<file path="config.mk">
export PLATFORM = sky130hd
export DESIGN_NAME = qswt_prefilter
export DESIGN_NICKNAME = d
export VERILOG_FILES = /design/src/rtl/qswt_pkg.sv /design/src/rtl/qswt_smooth_stage.sv /design/src/rtl/qswt_detail_stage.sv /design/src/rtl/qswt_fill_ctr.sv /design/src/rtl/qswt_prefilter.sv
export SDC_FILE = /design/constraint.sdc
export NUM_CORES = 1
export LEC_CHECK = 0
export ABC_AREA = 1
export CAP_MARGIN = 20
export CORE_MARGIN = 2
export CORE_UTILIZATION = 35
export CTS_BUF_LIST = sky130_fd_sc_hd__clkbuf_2 sky130_fd_sc_hd__clkbuf_4 sky130_fd_sc_hd__clkbuf_8
export CTS_CLUSTER_DIAMETER = 60
export DETAILED_ROUTE_END_ITERATION = 8
export SLEW_MARGIN = 10
export SYNTH_ARGS = -nofsm -noshare
export SYNTH_HDL_FRONTEND = slang
export SYNTH_SLANG_ARGS = --single-unit
</file>
<file path="constraint.sdc">
create_clock -name clk -period 9.5 [get_ports clk]
set_clock_uncertainty 0.05 [all_clocks]
set_input_delay 1.9 -clock clk [delete_from_list [all_inputs] [get_ports clk]]
set_output_delay 1.9 -clock clk [all_outputs]
set_load 0.01 [all_outputs]
</file>
<file path="src/rtl/qswt_pkg.sv">
package qswt_pkg;

    localparam int ADC_W   = 12;
    localparam int DATA_W  = ADC_W + 4;
    localparam int MAX_CODE = (1 << ADC_W) - 1;

    typedef logic signed [DATA_W-1:0] sample_t;

    typedef struct packed {
        logic    vld;
        sample_t data;
    } flt_out_t;

    typedef enum logic {
        FILL_WAIT = 1'b0,
        FILL_DONE = 1'b1
    } fill_state_e;

    // number of input samples covered by the full filter window
    function automatic int window_span(input int level);
        return (1 << (level + 1)) - 2;
    endfunction

    function automatic int count_width(input int n);
        return (n < 2) ? 1 : $clog2(n);
    endfunction

endpackage

</file>
<file path="src/rtl/qswt_smooth_stage.sv">
module qswt_smooth_stage
    import qswt_pkg::*;
#(
    parameter int SPACING = 1
) (
    input  logic    clk,
    input  logic    rst,
    input  logic    en,
    input  sample_t x,
    output sample_t y
);

    localparam int DEPTH = 3 * SPACING;

    sample_t line [DEPTH];
    sample_t mid_pair;
    sample_t acc;

    always_ff @(posedge clk) begin
        if (rst) begin
            for (int i = 0; i < DEPTH; i++) line[i] <= '0;
        end else if (en) begin
            line[0] <= x;
            for (int i = 1; i < DEPTH; i++) line[i] <= line[i-1];
        end
    end

    always_comb begin
        mid_pair = line[SPACING-1] + line[2*SPACING-1];
        acc      = x + line[3*SPACING-1] + (mid_pair <<< 1) + mid_pair;
        y        = acc >>> 3;
    end


    acc_range_chk: assert property (@(posedge clk) disable iff (rst)
        en |-> (acc >= 0 && acc <= sample_t'(8 * MAX_CODE)));


    smooth_range_chk: assert property (@(posedge clk) disable iff (rst)
        en |-> (y >= 0 && y <= sample_t'(MAX_CODE)));

endmodule

</file>
<file path="src/rtl/qswt_detail_stage.sv">
module qswt_detail_stage
    import qswt_pkg::*;
#(
    parameter int SPACING = 4
) (
    input  logic    clk,
    input  logic    rst,
    input  logic    en,
    input  sample_t x,
    output sample_t d
);

    sample_t line [SPACING];

    always_ff @(posedge clk) begin
        if (rst) begin
            for (int i = 0; i < SPACING; i++) line[i] <= '0;
        end else if (en) begin
            line[0] <= x;
            for (int i = 1; i < SPACING; i++) line[i] <= line[i-1];
        end
    end

    assign d = x - line[SPACING-1];


    detail_range_chk: assert property (@(posedge clk) disable iff (rst)
        en |-> (d >= -sample_t'(MAX_CODE) && d <= sample_t'(MAX_CODE)));

endmodule

</file>
<file path="src/rtl/qswt_fill_ctr.sv">
module qswt_fill_ctr
    import qswt_pkg::*;
#(
    parameter int SPAN = 14
) (
    input  logic clk,
    input  logic rst,
    input  logic en,
    output logic filled
);

    localparam int CNT_W = count_width(SPAN);
    localparam logic [CNT_W-1:0] LAST = CNT_W'(SPAN - 1);

    logic [CNT_W-1:0] cnt;
    fill_state_e      state;

    always_ff @(posedge clk) begin
        if (rst) begin
            cnt   <= '0;
            state <= FILL_WAIT;
        end else if (en && state == FILL_WAIT) begin
            cnt <= cnt + 1'b1;
            if (cnt + 1'b1 == LAST) state <= FILL_DONE;
        end
    end

    assign filled = (state == FILL_DONE);


    fill_cnt_chk: assert property (@(posedge clk) disable iff (rst)
        cnt <= LAST);


    fill_hold_chk: assert property (@(posedge clk) disable iff (rst)
        filled |=> filled);

endmodule

</file>
<file path="src/rtl/qswt_prefilter.sv">
module qswt_prefilter
    import qswt_pkg::*;
#(
    parameter int LEVEL = 3
) (
    input  logic              clk,
    input  logic              rst,
    input  logic              smp_vld,
    input  logic [ADC_W-1:0]  smp_code,
    output logic              flt_vld,
    output logic [DATA_W-1:0] flt_data
);

    localparam int SPAN       = window_span(LEVEL);
    localparam int DET_SPACE  = 1 << (LEVEL - 1);

    sample_t  chain [LEVEL];
    sample_t  detail;
    logic     filled;
    flt_out_t out_q;

    assign chain[0] = sample_t'({{(DATA_W-ADC_W){1'b0}}, smp_code});

    genvar j;
    generate
        for (j = 0; j < LEVEL - 1; j++) begin : g_smooth
            qswt_smooth_stage #(.SPACING(1 << j)) u_smooth (
                .clk (clk),
                .rst (rst),
                .en  (smp_vld),
                .x   (chain[j]),
                .y   (chain[j+1])
            );
        end
    endgenerate

    qswt_detail_stage #(.SPACING(DET_SPACE)) u_detail (
        .clk (clk),
        .rst (rst),
        .en  (smp_vld),
        .x   (chain[LEVEL-1]),
        .d   (detail)
    );

    qswt_fill_ctr #(.SPAN(SPAN)) u_fill (
        .clk    (clk),
        .rst    (rst),
        .en     (smp_vld),
        .filled (filled)
    );

    always_ff @(posedge clk) begin
        if (rst) begin
            out_q <= '0;
        end else begin
            out_q.vld <= smp_vld && filled;
            if (smp_vld && filled) out_q.data <= detail;
        end
    end

    assign flt_vld  = out_q.vld;
    assign flt_data = out_q.data;


    vld_latency_chk: assert property (@(posedge clk) disable iff (rst)
        flt_vld |-> $past(smp_vld));


    data_hold_chk: assert property (@(posedge clk) disable iff (rst)
        !$past(smp_vld) |-> $stable(flt_data));


    fill_gate_chk: assert property (@(posedge clk) disable iff (rst)
        (smp_vld && !filled) |=> !flt_vld);

endmodule

</file>
==> run_summary.xml <==
<?xml version="1.0" encoding="UTF-8"?>
<metrics>
  <group name="clock_network">
    <metric name="ctsResizeCount" unit="">0</metric>
    <metric name="insertion_delay" unit="ns">0.51</metric>
    <metric name="cts-hold-fix-buffers" unit="">0</metric>
    <metric name="cts_made_buffers" unit="">17</metric>
    <metric name="cts-root-buf" unit="">sky130_fd_sc_hd__clkbuf_8</metric>
    <metric name="clock-sinks" unit="">188</metric>
    <metric name="clk_transition_reported_paths" unit="ns">0.10</metric>
    <metric name="cts_htree_levels" unit="">4</metric>
    <metric name="cts_max_path_buffers" unit="">2</metric>
    <metric name="cts_setup_buffers" unit="">0</metric>
    <metric name="tritoncts" unit="">done</metric>
  </group>
  <group name="final_layout">
    <metric name="num-fill-cells" unit="">3281</metric>
    <metric name="layout-drive-gt1-share" unit="%">4.48</metric>
    <metric name="syn_to_final_growth" unit="%">10.1</metric>
    <metric name="num-nets-final" unit="">1440</metric>
    <metric name="post-route-cell-area" unit="um^2">12800</metric>
    <metric name="diodes" unit="">0</metric>
  </group>
  <group name="critical_path">
    <metric name="critical_path.startpoint_type" unit="">input pin</metric>
    <metric name="critical_path_class" unit="">in -&gt; reg</metric>
    <metric name="ff2ff_path_depth" unit="">37</metric>
    <metric name="critical_path_peak_fanout" unit="">6</metric>
    <metric name="worstReg2RegStart" unit="">g_smooth[0].u_smooth.line[0][16]$_SDFFCE_PN0P_</metric>
    <metric name="critPathArrivalTime" unit="ns">8.61</metric>
    <metric name="critPathCaptureType" unit="">register</metric>
    <metric name="crit_path_max_incr_delay" unit="ns">0.54</metric>
    <metric name="worstPathRequired" unit="ns">9.85</metric>
    <metric name="critPathLaunch" unit="">smp_code[2]</metric>
    <metric name="slowest_stage" unit="">sky130_fd_sc_hd__fa_1</metric>
  </group>
  <group name="flow_run">
    <metric name="drv.max_cap_violation_count" unit="">0</metric>
  </group>
  <group name="timing">
    <metric name="max-slew-margin-rel" unit="%">31.5</metric>
    <metric name="timing.setup.tns" unit="ns">0</metric>
    <metric name="final_min_period_over_clock_period" unit="%">87.0</metric>
    <metric name="final-hold-violation-count" unit="">0</metric>
    <metric name="final_period_minus_worst_setup_slack" unit="ns">8.26</metric>
    <metric name="pins_over_their_slew_limit" unit="">0</metric>
    <metric name="max_frequency" unit="GHz">0.121</metric>
    <metric name="grt_setup_unrepaired" unit="">no</metric>
    <metric name="slew_at_the_pin_with_the_worst_max_slew_slack" unit="ns">1.03</metric>
    <metric name="setup_violating_endpoint_count_in_the_final_report" unit="">0</metric>
  </group>
  <group name="synth">
    <metric name="edff_count_synth" unit="">166</metric>
    <metric name="synth_top_cell_by_area" unit="">sky130_fd_sc_hd__edfxtp_1</metric>
    <metric name="synth_flop_cell" unit="">sky130_fd_sc_hd__edfxtp_1</metric>
    <metric name="synth_area_leaders" unit="">sky130_fd_sc_hd__edfxtp_1, sky130_fd_sc_hd__inv_1, sky130_fd_sc_hd__fa_1</metric>
    <metric name="postSynth.asyncResetShare" unit="%">0</metric>
    <metric name="share_of_the_yosys_chip_area_belonging_to_registers" unit="%">46.8</metric>
    <metric name="synth_common_cells" unit="">sky130_fd_sc_hd__inv_1, sky130_fd_sc_hd__nor2_1, sky130_fd_sc_hd__edfxtp_1, sky130_fd_sc_hd__nand2_1, sky130_fd_sc_hd__ha_1</metric>
    <metric name="synth_warnings" unit="">0</metric>
    <metric name="number_of_synthesized_register_bits" unit="">188</metric>
    <metric name="synth_nets" unit="">1410</metric>
    <metric name="postSynthCellCount" unit="">1274</metric>
    <metric name="mappedNetlistArea" unit="um^2">11600</metric>
    <metric name="synth_top_cell_area_share" unit="%">43.0</metric>
    <metric name="post_synth.cell_area_avg" unit="um^2">9.11</metric>
    <metric name="netlist-cell-type-count" unit="">41</metric>
    <metric name="yosysMostFrequentCell" unit="">sky130_fd_sc_hd__inv_1</metric>
  </group>
  <group name="detailed_routing">
    <metric name="routed-wl-met2" unit="um">9120</metric>
    <metric name="drt-vias-per-instance" unit="">4.34</metric>
    <metric name="detail_route.first_pass.iterations" unit="">8</metric>
    <metric name="post_drt_wl_per_cell" unit="um">11.4</metric>
    <metric name="postRouteWirelength" unit="um">20000</metric>
    <metric name="count_of_routing_violations_after_the_opening_detailed_route_iteration" unit="">414</metric>
    <metric name="post_route_met1_wirelength" unit="um">9910</metric>
    <metric name="postRouteAntennaNets" unit="">0</metric>
    <metric name="dr_wl_met3" unit="um">606</metric>
    <metric name="remaining_drc_errors" unit="">0</metric>
    <metric name="vias" unit="">7629</metric>
    <metric name="top_layer_used" unit="">met4</metric>
  </group>
  <group name="global_route">
    <metric name="grt_pass1_wl" unit="um">34900</metric>
    <metric name="first_global_vias" unit="">7649</metric>
    <metric name="global_routing_usage_summed_across_all_routing_layers" unit="%">12.7</metric>
    <metric name="global_route.overflow_total" unit="">0</metric>
    <metric name="antenna_found_initial" unit="">0</metric>
    <metric name="largest_net_degree_at_the_start_of_global_routing" unit="">99</metric>
  </group>
  <group name="floorplanning">
    <metric name="start_util" unit="%">35.6</metric>
    <metric name="die_width" unit="um">186</metric>
    <metric name="fp.dieH" unit="um">186</metric>
    <metric name="design.die.area" unit="um^2">34600</metric>
    <metric name="row_count" unit="">66</metric>
    <metric name="io-pin-count" unit="">32</metric>
    <metric name="core_region_area" unit="um^2">32600</metric>
  </group>
  <group name="status">
    <metric name="result_of_the_run" unit="">complete, no violations</metric>
  </group>
  <group name="placement">
    <metric name="io_buffer_count" unit="">31</metric>
    <metric name="place.gp.congestion" unit="">0.862</metric>
    <metric name="post_detail_place_hpwl" unit="um">14600</metric>
    <metric name="place_area" unit="um^2">12400</metric>
  </group>
  <group name="hold_path">
    <metric name="holdCritStartpoint" unit="">flt_data[13]$_SDFFE_PP0P_</metric>
    <metric name="hp-class" unit="">reg -&gt; reg</metric>
    <metric name="holdPathStages" unit="">2</metric>
  </group>
</metrics>
==> logic make-up (layout without fill, tap and decap cells) <==
family | count (synthesis) | count (layout) | share of synthesized area (%)
AOI/OAI and AO/OA | 133 | 133 | 6.67
xor gates and xnor gates | 51 | 51 | 3.98
adders and majority gates | 121 | 121 | 16.2
buffers and inverters | 362 | 405 | 11.9
DFF | 188 | 188 | 46.8
and+or+nand+nor | 419 | 419 | 14.5
==> cells in the final DEF (no fill, tap or decap), types with 17 or more instances in the layout <==
cell type                         Yosys  final
sky130_fd_sc_hd__clkdlybuf4s50_1      0     31
sky130_fd_sc_hd__clkbuf_8             0     17
sky130_fd_sc_hd__dfxtp_1             22     22
sky130_fd_sc_hd__a21oi_1             62     62
sky130_fd_sc_hd__inv_1              336    336
sky130_fd_sc_hd__fa_1                49     49
sky130_fd_sc_hd__ha_1                72     72
sky130_fd_sc_hd__o21ai_0             31     31
sky130_fd_sc_hd__edfxtp_1           166    166
sky130_fd_sc_hd__xor2_1              35     35
sky130_fd_sc_hd__nor2_1             213    213
sky130_fd_sc_hd__nand2_1            148    146
sky130_fd_sc_hd__nand3_1             29     29
==> metal layers <==
metal  vias to the layer above  GRT usage, %
met5                         -             0
met4                         0          4.57
met3                        27          2.70
met2                       102          20.8
met1                      3500          16.6
li1                       4000             -
==> worst paths after layout <==
path / to / slack, ns
max: flt_data[12]$_SDFFE_PP0P_ / 1.24
min: flt_data[13]$_SDFFE_PP0P_ / 0.43
max reg2reg: flt_data[12]$_SDFFE_PP0P_ / 1.32
min reg2reg: flt_data[13]$_SDFFE_PP0P_ / 0.43
==> through the flow <==
step                      setup WS, ns  utilization [%]  std cells  hold slack (ns)
after floorplan                   1.88                -       1274            0.394
after global placement           0.791             38.0       1727            0.410
after detailed placement         0.747             38.0       1727            0.420
after CTS                         1.28             39.2       1759            0.436
after global routing             0.706             39.2       1759            0.455
final                             1.24             39.2       1759            0.434
==> flip-flops by register name, summed over array words and instances, names as in the netlist <==
register and flops:
g_smooth.u_smooth.line 114, flt_vld 1, u_fill.filled 1, flt_data 16
u_fill.cnt 4, u_detail.line 52
==> worst max-delay path: cells and delay by family <==
family / cells / cell delay, ns
fa+ha+maj: 7 / 3.20
compound gates: 10 / 1.61
buf+inv: 5 / 0.66
simple gates: 6 / 0.62
xor+xnor: 2 / 0.62
==> cell type report <==
type	instances	area, um^2	share of cell area [%]
sequential	188	5430	42.5
clock buffer	17	234	1.83
clock inverter	15	149	1.17
multi-input combinational	724	4810	37.7
tap	442	553	4.33
inverter	339	1270	9.96
timing repair buffer	34	333	2.60
Power is not shown: default switching activity piles up to over one toggle a cycle in this logic, so the estimate is an artifact.
